$ cat src/rtl/th_ppm_pkg.sv
package th_ppm_pkg;
    localparam int LFSR_W = 7;
    typedef logic [LFSR_W-1:0] lfsr_t;
    localparam lfsr_t LFSR_ZERO_SUB = 7'h01;
endpackage

$ cat src/rtl/th_lfsr_step.sv
module th_lfsr_step
    import th_ppm_pkg::*;
(
    input  lfsr_t cur,
    input  logic  adv,
    output lfsr_t nxt,
    output logic  occ_bit
);
    logic fb;

    // x^7 + x^6 + 1: feedback from the two top stages
    assign fb      = cur[LFSR_W-1] ^ cur[LFSR_W-2];
    assign nxt     = adv ? {cur[LFSR_W-2:0], fb} : cur;
    assign occ_bit = cur[LFSR_W-1];
endmodule

$ cat src/rtl/th_cfg_sanitize.sv
module th_cfg_sanitize #(
    parameter int SLOT_W = 4
) (
    input  logic [2*SLOT_W-1:0] word,
    output logic [SLOT_W-1:0]   slots_eff,
    output logic [SLOT_W-1:0]   pulses,
    output logic                err
);
    logic [SLOT_W-1:0] slots_req;

    assign slots_req = word[SLOT_W-1:0];
    assign pulses    = word[2*SLOT_W-1:SLOT_W];
    assign err       = (slots_req == '0) || (slots_req < pulses);

    always_comb begin
        if (!err)
            slots_eff = slots_req;
        else if (pulses == '0)
            slots_eff = SLOT_W'(1);
        else
            slots_eff = pulses;
    end
endmodule

$ cat src/rtl/th_ppm_mod.sv
module th_ppm_mod
    import th_ppm_pkg::*;
#(
    parameter int H      = 4,
    parameter int SLOT_W = 4
) (
    input  logic                clk,
    input  logic                rst_n,
    input  logic                bit_in,
    input  logic                bit_valid,
    output logic                bit_ready,
    input  logic [2*SLOT_W-1:0] cfg_word,
    input  logic [LFSR_W-1:0]   seed,
    output logic                pulse_out,
    output logic                sym_strobe,
    output logic                cfg_err
);
    localparam int SLOT_LEN = 2 * H;
    localparam int PH_W     = (SLOT_LEN > 2) ? $clog2(SLOT_LEN) : 1;

    typedef struct packed {
        logic [PH_W-1:0]   phase;
        logic [SLOT_W-1:0] slot;
        logic [SLOT_W-1:0] used;
        logic [SLOT_W-1:0] slots;
        logic [SLOT_W-1:0] pulses;
        lfsr_t             lfsr;
        logic              active;
        logic              bitv;
        logic              err;
        logic              pulse;
        logic              strobe;
    } state_t;

    state_t q_q, q_d;

    logic [SLOT_W-1:0] san_slots, san_pulses;
    logic              san_err;
    logic              slot_end;
    lfsr_t             lfsr_nxt;
    logic              occ_bit;
    lfsr_t             lfsr_cur;

    th_cfg_sanitize #(.SLOT_W(SLOT_W)) i_cfg (
        .word      (cfg_word),
        .slots_eff (san_slots),
        .pulses    (san_pulses),
        .err       (san_err)
    );

    th_lfsr_step i_lfsr (
        .cur     (q_q.lfsr),
        .adv     (slot_end),
        .nxt     (lfsr_nxt),
        .occ_bit (occ_bit)
    );

    assign slot_end = (q_q.phase == PH_W'(SLOT_LEN - 1));
    assign lfsr_cur = q_q.lfsr;

    logic              start;
    logic [SLOT_W-1:0] slots_cur, pulses_cur, used_cur;
    logic              err_cur, active_cur, bit_cur, occ, sym_end, second_half;

    always_comb begin
        start       = (q_q.phase == '0) && (q_q.slot == '0);
        slots_cur   = start ? san_slots  : q_q.slots;
        pulses_cur  = start ? san_pulses : q_q.pulses;
        err_cur     = start ? san_err    : q_q.err;
        active_cur  = start ? bit_valid  : q_q.active;
        bit_cur     = start ? bit_in     : q_q.bitv;
        used_cur    = start ? '0         : q_q.used;
        sym_end     = slot_end && (q_q.slot == slots_cur - SLOT_W'(1));
        occ         = active_cur && (err_cur || occ_bit) && (used_cur < pulses_cur);
        second_half = (q_q.phase >= PH_W'(H));

        q_d        = q_q;
        q_d.slots  = slots_cur;
        q_d.pulses = pulses_cur;
        q_d.err    = err_cur;
        q_d.active = active_cur;
        q_d.bitv   = bit_cur;
        q_d.used   = slot_end ? used_cur + SLOT_W'(occ) : used_cur;
        q_d.lfsr   = lfsr_nxt;
        q_d.pulse  = occ && (second_half == bit_cur);
        q_d.strobe = start;
        q_d.phase  = slot_end ? '0 : q_q.phase + PH_W'(1);
        if (sym_end)
            q_d.slot = '0;
        else if (slot_end)
            q_d.slot = q_q.slot + SLOT_W'(1);
    end

    always_ff @(posedge clk) begin
        if (!rst_n) begin
            q_q        <= '0;
            q_q.lfsr   <= (seed == '0) ? LFSR_ZERO_SUB : seed;
        end else begin
            q_q <= q_d;
        end
    end

    assign bit_ready  = (q_q.phase == '0) && (q_q.slot == '0);
    assign pulse_out  = q_q.pulse;
    assign sym_strobe = q_q.strobe;
    assign cfg_err    = q_q.err;
endmodule

$ cat config.mk
export PLATFORM = sky130hd
export DESIGN_NAME = th_ppm_mod
export DESIGN_NICKNAME = d
export VERILOG_FILES = /design/src/rtl/th_ppm_pkg.sv /design/src/rtl/th_lfsr_step.sv /design/src/rtl/th_cfg_sanitize.sv /design/src/rtl/th_ppm_mod.sv
export SDC_FILE = /design/constraint.sdc
export NUM_CORES = 1
export LEC_CHECK = 0
export BUFFER_PORTS_ARGS = -buffer_cell sky130_fd_sc_hd__clkbuf_2
export CAP_MARGIN = 20
export CORE_ASPECT_RATIO = 1.25
export CORE_MARGIN = 2
export CORE_UTILIZATION = 53
export CTS_BUF_LIST = sky130_fd_sc_hd__clkbuf_8
export CTS_CLUSTER_SIZE = 16
export DETAILED_ROUTE_END_ITERATION = 16
export PLACE_DENSITY = 0.77
export SYNTH_ARGS = -nofsm -noshare
export SYNTH_HDL_FRONTEND = slang
export SYNTH_SLANG_ARGS = --single-unit
$ cat constraint.sdc
create_clock -name clk -period 2.85 [get_ports clk]
set_clock_uncertainty 0.2 [all_clocks]
set_input_delay 0.1425 -clock clk [delete_from_list [all_inputs] [get_ports clk]]
set_output_delay 0.1425 -clock clk [all_outputs]
set_load 0.01 [all_outputs]
==> summary.log, run 1 <==
INFO  status         run_status=complete, but fails checks
INFO  status         violations=setup timing
INFO  cells_and_area commonest_cells_after_routing_fill_and_taps_aside=22 x dfxtp_1, 22 x clkbuf_2, 19 x buf_4
INFO  route          topRoutingLayerUsed=met4
INFO  placement      place.gp.congestion=0.8240
INFO  timing         post-route-worst-setup-slack=-0.07829ns
INFO  clocking       clock_tree.root_cell=clkbuf_8
INFO  worst_setup_path critical_path.endpoint_type=flip-flop
INFO  worst_setup_path cp.required=2.83ns
INFO  route          met3RoutedLength=157microns
INFO  route          detail_route.iter0.violations=46
INFO  placement      port_buffers=22
INFO  cells_and_area post-route-cell-area=2338squm
INFO  clocking       cts-htree-levels=2
INFO  worst_setup_path max_stage_delay=0.33ns
INFO  global_routing wire_length_of_the_first_global_routing_pass=6141microns
INFO  worst_setup_path timing.setup.critical_path_class=reg2reg
INFO  worst_setup_path worst_path_max_delay_cell=dfxtp_2
INFO  global_routing globalRouteOverflowTotal=0
INFO  synth          async_set_or_reset_flop_fraction_in_the_synthesized_netlist=0%
INFO  global_routing grt_pass1_vias=1,388
INFO  timing         fmax=341.5MHz
INFO  floorplanning  io-pin-count=23
INFO  worst_setup_path r2r_endpoint=q_q[22]
INFO  route          route.detailed.vias_per_inst=5.496
INFO  timing         timing.final.crit_period=2.928ns
INFO  floorplanning  dieArea=3743squm
INFO  power_and_ir_drop power_leakage=0.001033uW
INFO  route          drt-met1-wl=1634microns
INFO  route          dr.pass1.iters=4
INFO  route          routedWlPerCell=15.89microns
INFO  placement      dp_worst_setup_slack=-0.08693ns
INFO  global_routing antenna_violations_before_repair=0
INFO  floorplanning  rows=23
INFO  synth          synthesized_netlist_cell_count=170
INFO  worst_setup_path worstPathCellList=inv_2, ha_4, nor4b_4, nand2_4, nand2_1, inv_1, ha_1, a31o_2, a21oi_2, o221a_2, ha_4, ha_1, nand2_1, xor2_1, and2_1
INFO  power_and_ir_drop power.share.switching=27.42%
INFO  floorplanning  start_util=54.70%
INFO  global_routing grt_start_max_net_pins=31
INFO  clocking       clkSinkCount=31
INFO  worst_setup_path worstPathMaxFanout=6
INFO  power_and_ir_drop ir_worst_vdd=0.4564mV
INFO  worst_setup_path timing.critical_path.to=q_q[22]
INFO  power_and_ir_drop seqPwrFrac=40.0%
INFO  clocking       clockBufferDepth=2
INFO  placement      place_area=1961squm
INFO  synth          synthesis.area=1732squm
INFO  clocking       clock_pin_slew_on_the_worst_setup_and_hold_paths=0.07ns
INFO  synth          synth_seq_cells=31
INFO  timing         fin_setup_tns=-0.1621ns
INFO  synth          synthesis.yosys.warnings=0
INFO  timing         rsz0062_at_grt=yes
INFO  synth          synth.net_count=203
INFO  synth          syn_avg_cell_area=10.19squm
INFO  floorplanning  core-area=3166squm
INFO  timing         final_hold_viol_count=0
INFO  cells_and_area syn_to_final_growth=35.04%
INFO  timing         timing.hold.ws=0.008598ns
INFO  worst_setup_path source_of_the_critical_timing_path=q_q[28]
INFO  worst_setup_path worst_path_dominant_cell_family=simple AND/OR/NAND/NOR gates
INFO  timing         worst-slew-pin-transition=0.5190ns
INFO  worst_setup_path start_kind=flip-flop
INFO  route          route.met2.wl=2313microns
INFO  power_and_ir_drop power.density_cell_area=536.0nW/um^2
INFO  timing         slew-limit-headroom=65.40%
INFO  route          drc=0
INFO  cells_and_area antenna-diode-count=0
INFO  route          drt.antenna.violating_nets=0
INFO  route          final_wirelength=4163microns
INFO  synth          ys.flop_type=dfxtp_1
INFO  timing         final.period_utilization=102.7%
INFO  worst_setup_path cell_count_of_the_worst_reg_to_reg_path=15
INFO  power_and_ir_drop clock_share_of_power=33.1%
INFO  cells_and_area final_nets=257
INFO  route          via_count=1,440
INFO  timing         final-setup-viol-count=3
INFO  power_and_ir_drop power_switching=343.7uW
INFO  worst_setup_path ff2ff_setup_slack=-0.08ns
INFO  cells_and_area post_route_cells_drive_above_1_share=36.00%
INFO  job            max_cap_viol_count=0
INFO  power_and_ir_drop share_comb_of_total_power=26.9%
INFO  clocking       clock_tree_from_tritoncts=done
INFO  clocking       worst_skew_pair.late_latency=0.29ns
INFO  global_routing gr-usage-all-layers=23.96%
INFO  min_path       holdPathStages=3
INFO  synth          seq_area_frac_synth=39.88%
INFO  placement      post-dp-hpwl=2703microns
INFO  power_and_ir_drop internal_power=909.8uW
INFO  min_path       hold_path_class=in2reg
INFO  worst_setup_path critPathArrivalTime=2.91ns
INFO  worst_setup_path cp_num_cells=15
INFO  clocking       numCtsBuffers=5
INFO  timing         fin_max_slew_vios=0
INFO  synth          synth_edf_count=7
INFO  floorplanning  chipWidth=55.13microns
INFO  floorplanning  dieHeight=67.91microns
INFO  worst_setup_path timing.critical_path.buf_inv=2
INFO  worst_setup_path r2r-start=q_q[28]
INFO  synth          synth_cell_types=43
-- kinds of logic (layout without fill, tap and decap cells) --
logic type,count (synthesis),count (layout),synth area share (%)
AOI/OAI and AO/OA,23,23,11.99
xor gates and xnor gates,10,10,5.058
adders and majority gates,14,14,10.12
buffers and inverters,19,74,4.552
DFF,31,31,39.88
muxes,13,13,7.948
and+or+nand+nor,60,60,20.45
-- worst reg2reg max path, delay by kind of cell, from the launching register on --
family | cells | cell delay [ns]
AO/OA/AOI/OAI | 3 | 0.55
XOR/XNOR | 1 | 0.16
adder cells (fa/ha/maj) | 4 | 0.66
buffers and inverters | 2 | 0.15
flip-flops | 1 | 0.33
AND/OR/NAND/NOR | 5 | 0.78
-- sequential cells by signal, indices dropped and copies added (netlist names) --
register,flops
lfsr_cur,7
sym_strobe,1
pulse_out,1
q_q,21
cfg_err,1
-- synth_stat cells, drive strengths merged, types with 4 or more instances --
library cell | n | area share (%)
edfxtp | 7 | 12
and3 | 5 | 1.8
ha | 14 | 10
a21oi | 4 | 1.4
inv | 13 | 2.8
mux2i | 7 | 4.0
nand2 | 13 | 3.3
nor2b | 10 | 3.6
xnor2 | 5 | 2.5
nor2 | 8 | 1.7
and2 | 7 | 2.5
dfxtp | 24 | 28
mux2 | 6 | 3.9
xor2 | 5 | 2.5
clkbuf | 5 | 1.1
o21ai | 5 | 1.7
-- per-stage QoR --
step	cells	util (%)	power, uW
floorplan	170	-	691.3
global placement	235	61.94	755.8
detailed placement	235	61.94	767.5
CTS	259	71.70	1228
global route	262	73.87	1309
finish	262	73.87	1254
-- power by group through the flow --
stage          sequential, uW  clock (uW)  combinational, uW
2_1_floorplan             505           0                186
3_3_place_gp              505           0                251
3_5_place_dp              507           0                260
4_1_cts                   499         421                309
5_1_grt                   504         437                367
6_report                  501         415                337
-- worst min-delay path by stage --
stage                start     endpoint  slack (ns)
2_1_floorplan  cfg_word[7]      q_q[19]        0.11
3_3_place_gp     bit_valid       q_q[4]        0.24
3_5_place_dp   cfg_word[7]      q_q[19]        0.27
4_1_cts            seed[0]  lfsr_cur[0]       0.003
5_1_grt            seed[0]  lfsr_cur[0]        0.03
6_report           seed[0]  lfsr_cur[0]       0.009
-- final cells by class --
| cell class | count | area (sq um) |
|---|---|---|
| well taps | 37 | 46.29 |
| flip-flops and latches | 31 | 693.2 |
| clock inverters | 3 | 37.54 |
| repair buffers | 53 | 374.1 |
| fillers | 224 | 827.0 |
| inverters | 13 | 51.30 |
| multi-input cells | 120 | 1067 |
| clock buffers | 5 | 68.82 |
-- metal layers --
metal  vias to the layer above  GRT usage [%]
li1                        705              -
met1                       691          24.90
met2                        38          44.49
met3                         6          6.769
met4                         0          8.232
met5                         -              0
-- what timing repair did --
item / 4_1_cts / 5_1_grt
endpoints found under the setup margin: 7 / 7
setup buffers: 5 / 3
hold buffers: 11 / 0
gates resized for setup: 17 / 5
gates cloned: 0 / 0
pin swaps: 7 / 3
hold endpoints to repair: 10 / 0
Power figures use the tool's default switching activity.
==> inputs of run 2 (changes only) <==
Settings changed: CELL_PAD_IN_SITES_DETAIL_PLACEMENT set to 2, CELL_PAD_IN_SITES_GLOBAL_PLACEMENT set to 2, CORE_UTILIZATION 53 to 33, CTS_BUF_LIST sky130_fd_sc_hd__clkbuf_8 to sky130_fd_sc_hd__clkbuf_4 sky130_fd_sc_hd__clkbuf_8 sky130_fd_sc_hd__clkbuf_16, PLACE_DENSITY 0.77 to unset, PLACE_DENSITY_LB_ADDON set to 0.1.
==> summary.log, run 2 (synthesis results as in run 1) <==
INFO  route          via_count=1,501
INFO  clocking       numCtsBuffers=5
INFO  floorplanning  rows=29
INFO  power_and_ir_drop ir_worst_vdd=0.2800mV
INFO  worst_setup_path cell_count_of_the_worst_reg_to_reg_path=16
INFO  clocking       clock_tree_from_tritoncts=done
INFO  cells_and_area finalCoreUtilization=49.46%
INFO  timing         fmax=323.1MHz
INFO  cells_and_area layout.filler_cells=517
INFO  placement      post-dp-hpwl=3489microns
INFO  global_routing gr-usage-all-layers=18.03%
INFO  clocking       worst_skew_pair.late_latency=0.29ns
INFO  timing         final-setup-viol-count=7
INFO  timing         fin_setup_tns=-1.533ns
INFO  worst_setup_path worstPathMaxFanout=8
INFO  cells_and_area post-route-cell-area=2512squm
INFO  clocking       clock_pin_slew_on_the_worst_setup_and_hold_paths=0.07ns
INFO  worst_setup_path max_stage_delay=0.33ns
INFO  worst_setup_path timing.critical_path.buf_inv=5
INFO  worst_setup_path cp_num_cells=16
INFO  floorplanning  core-area=5080squm
INFO  worst_setup_path start_kind=flip-flop
INFO  worst_setup_path worst_path_dominant_cell_family=simple AND/OR/NAND/NOR gates
INFO  global_routing antenna_violations_before_repair=0
INFO  global_routing globalRouteOverflowTotal=0
INFO  global_routing grt_start_max_net_pins=31
INFO  cells_and_area final_nets=265
INFO  floorplanning  start_util=34.09%
INFO  cells_and_area multi_input_comb_area=1157squm
INFO  route          detail_route.iter0.violations=42
INFO  cells_and_area layout_commonest_cell=buf_4
INFO  route          final_wirelength=5851microns
INFO  cells_and_area post_route_cells_drive_above_1_share=44.64%
INFO  timing         timing.hold.ws=-0.007967ns
INFO  job            max_cap_viol_count=0
INFO  power_and_ir_drop power.density_cell_area=514.2nW/um^2
INFO  timing         final_hold_viol_count=1
INFO  clocking       cts-htree-levels=2
INFO  cells_and_area commonest_cells_after_routing_fill_and_taps_aside=26 x buf_4, 22 x dfxtp_1, 22 x clkbuf_2
INFO  worst_setup_path worst_path_max_delay_cell=dfxtp_2
INFO  cells_and_area largest_reg_flops=21
INFO  clocking       clock_tree.root_cell=clkbuf_8
INFO  status         violations=hold timing, setup timing
INFO  timing         fin_max_slew_vios=0
INFO  timing         slew-limit-headroom=59.72%
INFO  route          routedWlPerCell=19.83microns
INFO  worst_setup_path critical_path.endpoint_type=flip-flop
INFO  timing         post-route-worst-setup-slack=-0.2446ns
INFO  min_path       hold_path_class=in2reg
INFO  worst_setup_path worstPathCellList=inv_2, ha_4, nor4b_4, nand2_4, buf_6, buf_8, a21oi_4, buf_6, a221oi_4, ha_4, xnor2_2, o21ai_0, nand4_1, a2111oi_4, buf_4, nor3b_2
INFO  route          drc=0
INFO  cells_and_area syn_to_final_growth=45.09%
INFO  worst_setup_path critPathArrivalTime=3.08ns
INFO  floorplanning  dieHeight=84.99microns
INFO  timing         final.period_utilization=108.6%
INFO  timing         worst-slew-pin-transition=0.6042ns
INFO  route          dr.pass1.iters=4
INFO  min_path       holdPathStages=3
INFO  floorplanning  io-pin-count=23
INFO  timing         timing.final.crit_period=3.095ns
INFO  route          drt.antenna.violating_nets=0
INFO  placement      place.gp.congestion=0.7110
INFO  cells_and_area antenna-diode-count=0
INFO  status         run_status=complete, but fails checks
INFO  clocking       clockBufferDepth=2
INFO  route          route.detailed.vias_per_inst=5.088
INFO  placement      place_area=2044squm
INFO  floorplanning  chipWidth=68.79microns
INFO  placement      port_buffers=22
INFO  cells_and_area registers.top_by_ff_count=q_q
INFO  power_and_ir_drop power_leakage=0.001118uW
INFO  worst_setup_path timing.setup.critical_path_class=reg2reg
INFO  clocking       clkSinkCount=31
INFO  cells_and_area seq_area=693.2squm
INFO  worst_setup_path cp.required=2.83ns
INFO  global_routing wire_length_of_the_first_global_routing_pass=7824microns
INFO  placement      dp_worst_setup_slack=-0.1918ns
INFO  floorplanning  dieArea=5846squm
INFO  global_routing grt_pass1_vias=1,638
INFO  timing         rsz0062_at_grt=yes
## run 2: cell count changes in the layout (fill, tap and decap cells not counted), moves of 3 or more
cell	before	now
dlygate4sd3_1	11	7
buf_4	19	26
inv_1	12	8
buf_6	1	5
inv_2	2	5
## run 2: where the power goes
part,switching [uW],total [uW],internal (uW)
combinational,207,421,215
clock,176,366,190
sequential,20.5,505,484
## run 2: repair_timing
action / 4_1_cts / 5_1_grt
gates resized for setup: 13 / 30
hold endpoints to repair: 7 / 0
setup buffers: 4 / 10
pin swaps: 8 / 13
endpoints found under the setup margin: 7 / 8
hold buffers: 7 / 0
## run 2: worst min-delay path: stages
cell      delay (ns)
clkbuf_2        0.12
a221oi_1        0.10
nor2_1          0.09
## run 2: final timing paths
path               start      end  slack, ns
min          cfg_word[3]  q_q[19]     -0.008
max reg2reg      q_q[29]  q_q[25]      -0.24
min reg2reg      q_q[12]  q_q[12]       0.32
max              q_q[29]  q_q[25]      -0.24
## run 2: final cells by class
type	count	area share (%)
Multi-Input combinational cell	120	46.07
Tap cell	62	3.088
Clock buffer	7	3.337
Clock inverter	1	0.1992
Inverter	13	1.942
Sequential cell	31	27.59
Timing Repair Buffer	61	17.78
## run 2: routing by layer
layer / track usage [%] / vias up / part of all wire [%]
met5: 0 / - / 0
met4: 4.991 / 0 / 1.7
met3: 3.979 / 9 / 2.6
met2: 33.83 / 30 / 56
met1: 19.47 / 744 / 40
li1: - / 718 / -
## run 2: stage by stage
step	total power [uW]	instances
after floorplan	691.3	170
after CTS	1210	286
after detailed placement	791.2	267
after global placement	776.5	267
after global routing	1361	295
final	1292	295
==> inputs of run 3 (changes only) <==
Settings changed: ABC_AREA set to 1, CORE_UTILIZATION 33 to 30, GPL_TIMING_DRIVEN set to 1, HOLD_SLACK_MARGIN set to 0.06.
==> summary.log, run 3 <==
INFO  status         run_status=finished clean
INFO  cells_and_area layout.filler_cells=680
INFO  clocking       numCtsBuffers=5
INFO  timing         timing.final.crit_period=2.687ns
INFO  clocking       clock_tree.root_cell=clkbuf_8
INFO  synth          seq_area_frac_synth=38.57%
INFO  synth          synthesis.area=1790squm
INFO  timing         fin_max_slew_vios=0
INFO  min_path       hold_path_class=in2reg
INFO  floorplanning  chipWidth=73.10microns
INFO  route          route.detailed.vias_per_inst=4.761
INFO  worst_setup_path worst_path_max_delay_cell=dfxtp_2
INFO  clocking       cts-htree-levels=2
INFO  placement      place.gp.congestion=0.7687
INFO  worst_setup_path critical_path.endpoint_type=flip-flop
INFO  placement      post-dp-hpwl=3586microns
INFO  floorplanning  rows=31
INFO  route          dr.pass1.iters=3
INFO  worst_setup_path max_stage_delay=0.34ns
INFO  timing         timing.hold.ws=0.06116ns
INFO  cells_and_area largest_reg_flops=21
INFO  timing         final.period_utilization=94.27%
INFO  route          final_wirelength=4614microns
INFO  cells_and_area finalCoreUtilization=38.26%
INFO  synth          synth.net_count=264
INFO  clocking       worst_skew_pair.late_latency=0.28ns
INFO  power_and_ir_drop ir_worst_vdd=0.2916mV
INFO  cells_and_area multi_input_comb_area=949.7squm
INFO  global_routing globalRouteOverflowTotal=0
INFO  power_and_ir_drop power.density_cell_area=531.3nW/um^2
INFO  cells_and_area post_route_cells_drive_above_1_share=24.91%
INFO  worst_setup_path start_kind=flip-flop
INFO  synth          synthesized_netlist_cell_count=231
INFO  route          drc=0
INFO  worst_setup_path timing.setup.critical_path_class=reg2reg
INFO  clocking       clkSinkCount=31
INFO  global_routing grt_pass1_vias=1,756
INFO  floorplanning  io-pin-count=23
INFO  route          detail_route.iter0.violations=35
INFO  worst_setup_path cpMostUsedCell=ha_1
INFO  route          routedWlPerCell=13.61microns
INFO  synth          async_set_or_reset_flop_fraction_in_the_synthesized_netlist=0%
INFO  cells_and_area final_nets=305
INFO  synth          synth_seq_cells=31
INFO  timing         slew-limit-headroom=73.02%
INFO  synth          synth_edf_count=7
INFO  route          drt.antenna.violating_nets=0
INFO  worst_setup_path worstPathMaxFanout=17
INFO  synth          syn_avg_cell_area=7.751squm
INFO  worst_setup_path worstPathCellList=inv_1, ha_1, nand3_4, clkinv_8, nand2_1, o21ai_2, ha_1, o21ai_2, nand2_1, nand3_1, nand4_1, inv_1, ha_1, ha_1, o21ai_1, a21oi_1
INFO  cells_and_area seq_area=694.4squm
INFO  cells_and_area layout_commonest_cell=nand2_1
INFO  route          via_count=1,614
INFO  job            max_cap_viol_count=0
INFO  worst_setup_path critPathArrivalTime=2.66ns
INFO  clocking       clockBufferDepth=2
INFO  floorplanning  dieArea=6606squm
INFO  cells_and_area antenna-diode-count=0
INFO  cells_and_area commonest_cells_after_routing_fill_and_taps_aside=54 x nand2_1, 30 x inv_1, 24 x nor2_1
INFO  synth          synth_largest_area_cell=dfxtp_1
INFO  synth          yosysTopAreaCellShare=26.83%
INFO  floorplanning  dieHeight=90.38microns
INFO  floorplanning  start_util=30.98%
INFO  placement      port_buffers=22
INFO  cells_and_area registers.top_by_ff_count=q_q
INFO  floorplanning  core-area=5779squm
INFO  synth          ys.flop_type=dfxtp_1
INFO  global_routing gr-usage-all-layers=15.73%
INFO  synth          synthesis.yosys.warnings=0
INFO  synth          top_area_cells_in_the_synthesized_netlist=dfxtp_1 27%, edfxtp_1 12%, nand2_1 11%, ha_1 9.8%, inv_1 6.5%
INFO  power_and_ir_drop power_leakage=0.001087uW
INFO  global_routing antenna_violations_before_repair=0
INFO  worst_setup_path cp.required=2.82ns
INFO  synth          synthTopCellsByCount=54 x nand2_1, 31 x inv_1, 24 x dfxtp_1, 24 x nor2_1
INFO  synth          synth.most_common_cell=nand2_1
INFO  timing         final_hold_viol_count=0
INFO  timing         worst-slew-pin-transition=0.4037ns
INFO  cells_and_area syn_to_final_growth=23.48%
INFO  global_routing grt_start_max_net_pins=18
INFO  timing         fmax=372.2MHz
INFO  synth          synth_cell_types=33
INFO  clocking       clock_pin_slew_on_the_worst_setup_and_hold_paths=0.07ns
INFO  global_routing wire_length_of_the_first_global_routing_pass=8017microns
INFO  timing         final-setup-viol-count=0
INFO  clocking       clock_tree_from_tritoncts=done
==> run 3: final timing paths <==
check	endpoint	cells past startpoint	slack (ns)	startpoint
setup reg to reg	q_q[21]	16	0.16	q_q[28]
hold reg to reg	q_q[28]	1	0.22	q_q[28]
setup / recovery	q_q[21]	16	0.16	q_q[28]
hold / removal	q_q[17]	5	0.06	cfg_word[1]
==> run 3: repair_timing <==
action / CTS / global route
pin swaps: 0 / 3
buffers inserted: 0 / 2
hold endpoints to repair: 9 / 0
endpoints found under the setup margin: 2 / 8
resized for setup: 3 / 13
hold buffers: 9 / 0
==> run 3: layout make-up <==
cell class,count,area share [%]
repair buffers,38,11.77
multi-input cells,162,42.95
inverters,34,6.338
clock inverters,3,0.6791
flip-flops and latches,31,31.41
well taps,66,3.735
clock buffers,5,3.113
==> run 3: report_power, final <==
part	leakage [uW]	total, uW	switching (uW)	internal (uW)
Sequential	0.000268	502	14.4	488
Combinational	0.000772	335	195	140
Clock	0.0000477	338	171	167
==> run 3: routing by layer <==
| metal | GRT usage [%] | share of wire [%] | up-vias |
|---|---|---|---|
| met4 | 5.093 | 1.5 | 0 |
| met1 | 17.23 | 42 | 764 |
| met2 | 28.98 | 54 | 25 |
| li1 | - | - | 819 |
| met5 | 0 | 0 | - |
| met3 | 3.348 | 2.8 | 6 |
==> run 3: worst max-delay path: cells and delay by family (launching register included) <==
family,cells,cell delay (ns)
and+or+nand+nor,5,0.50
DFF,1,0.34
adders and majority gates,4,0.99
AOI/OAI and AO/OA,4,0.31
buffers and inverters,3,0.21
==> run 3: cells by family (layout without fill, tap and decap cells) <==
logic type	after synthesis	after routing	synth area share, %
simple gates	112	112	29.70
buf+inv	38	80	8.945
flops	31	31	38.57
compound gates	30	30	9.783
fa+ha+maj	14	14	9.783
xor+xnor	5	5	2.446
mux	1	1	0.7685
==> run 3: stage by stage <==
step	setup slack (ns)	area, sq um	setup TNS [ns]	total power, uW	cells
final	0.1634	2211	0	1175	339
after global routing	-0.002109	2211	-0.002109	1264	339
after CTS	0.01245	2167	0	1182	337
after detailed placement	-0.007824	1991	-0.007824	821.7	320
after global placement	0.06528	1991	0	815.1	320
after floorplan	0.2545	1790	0	732.6	231
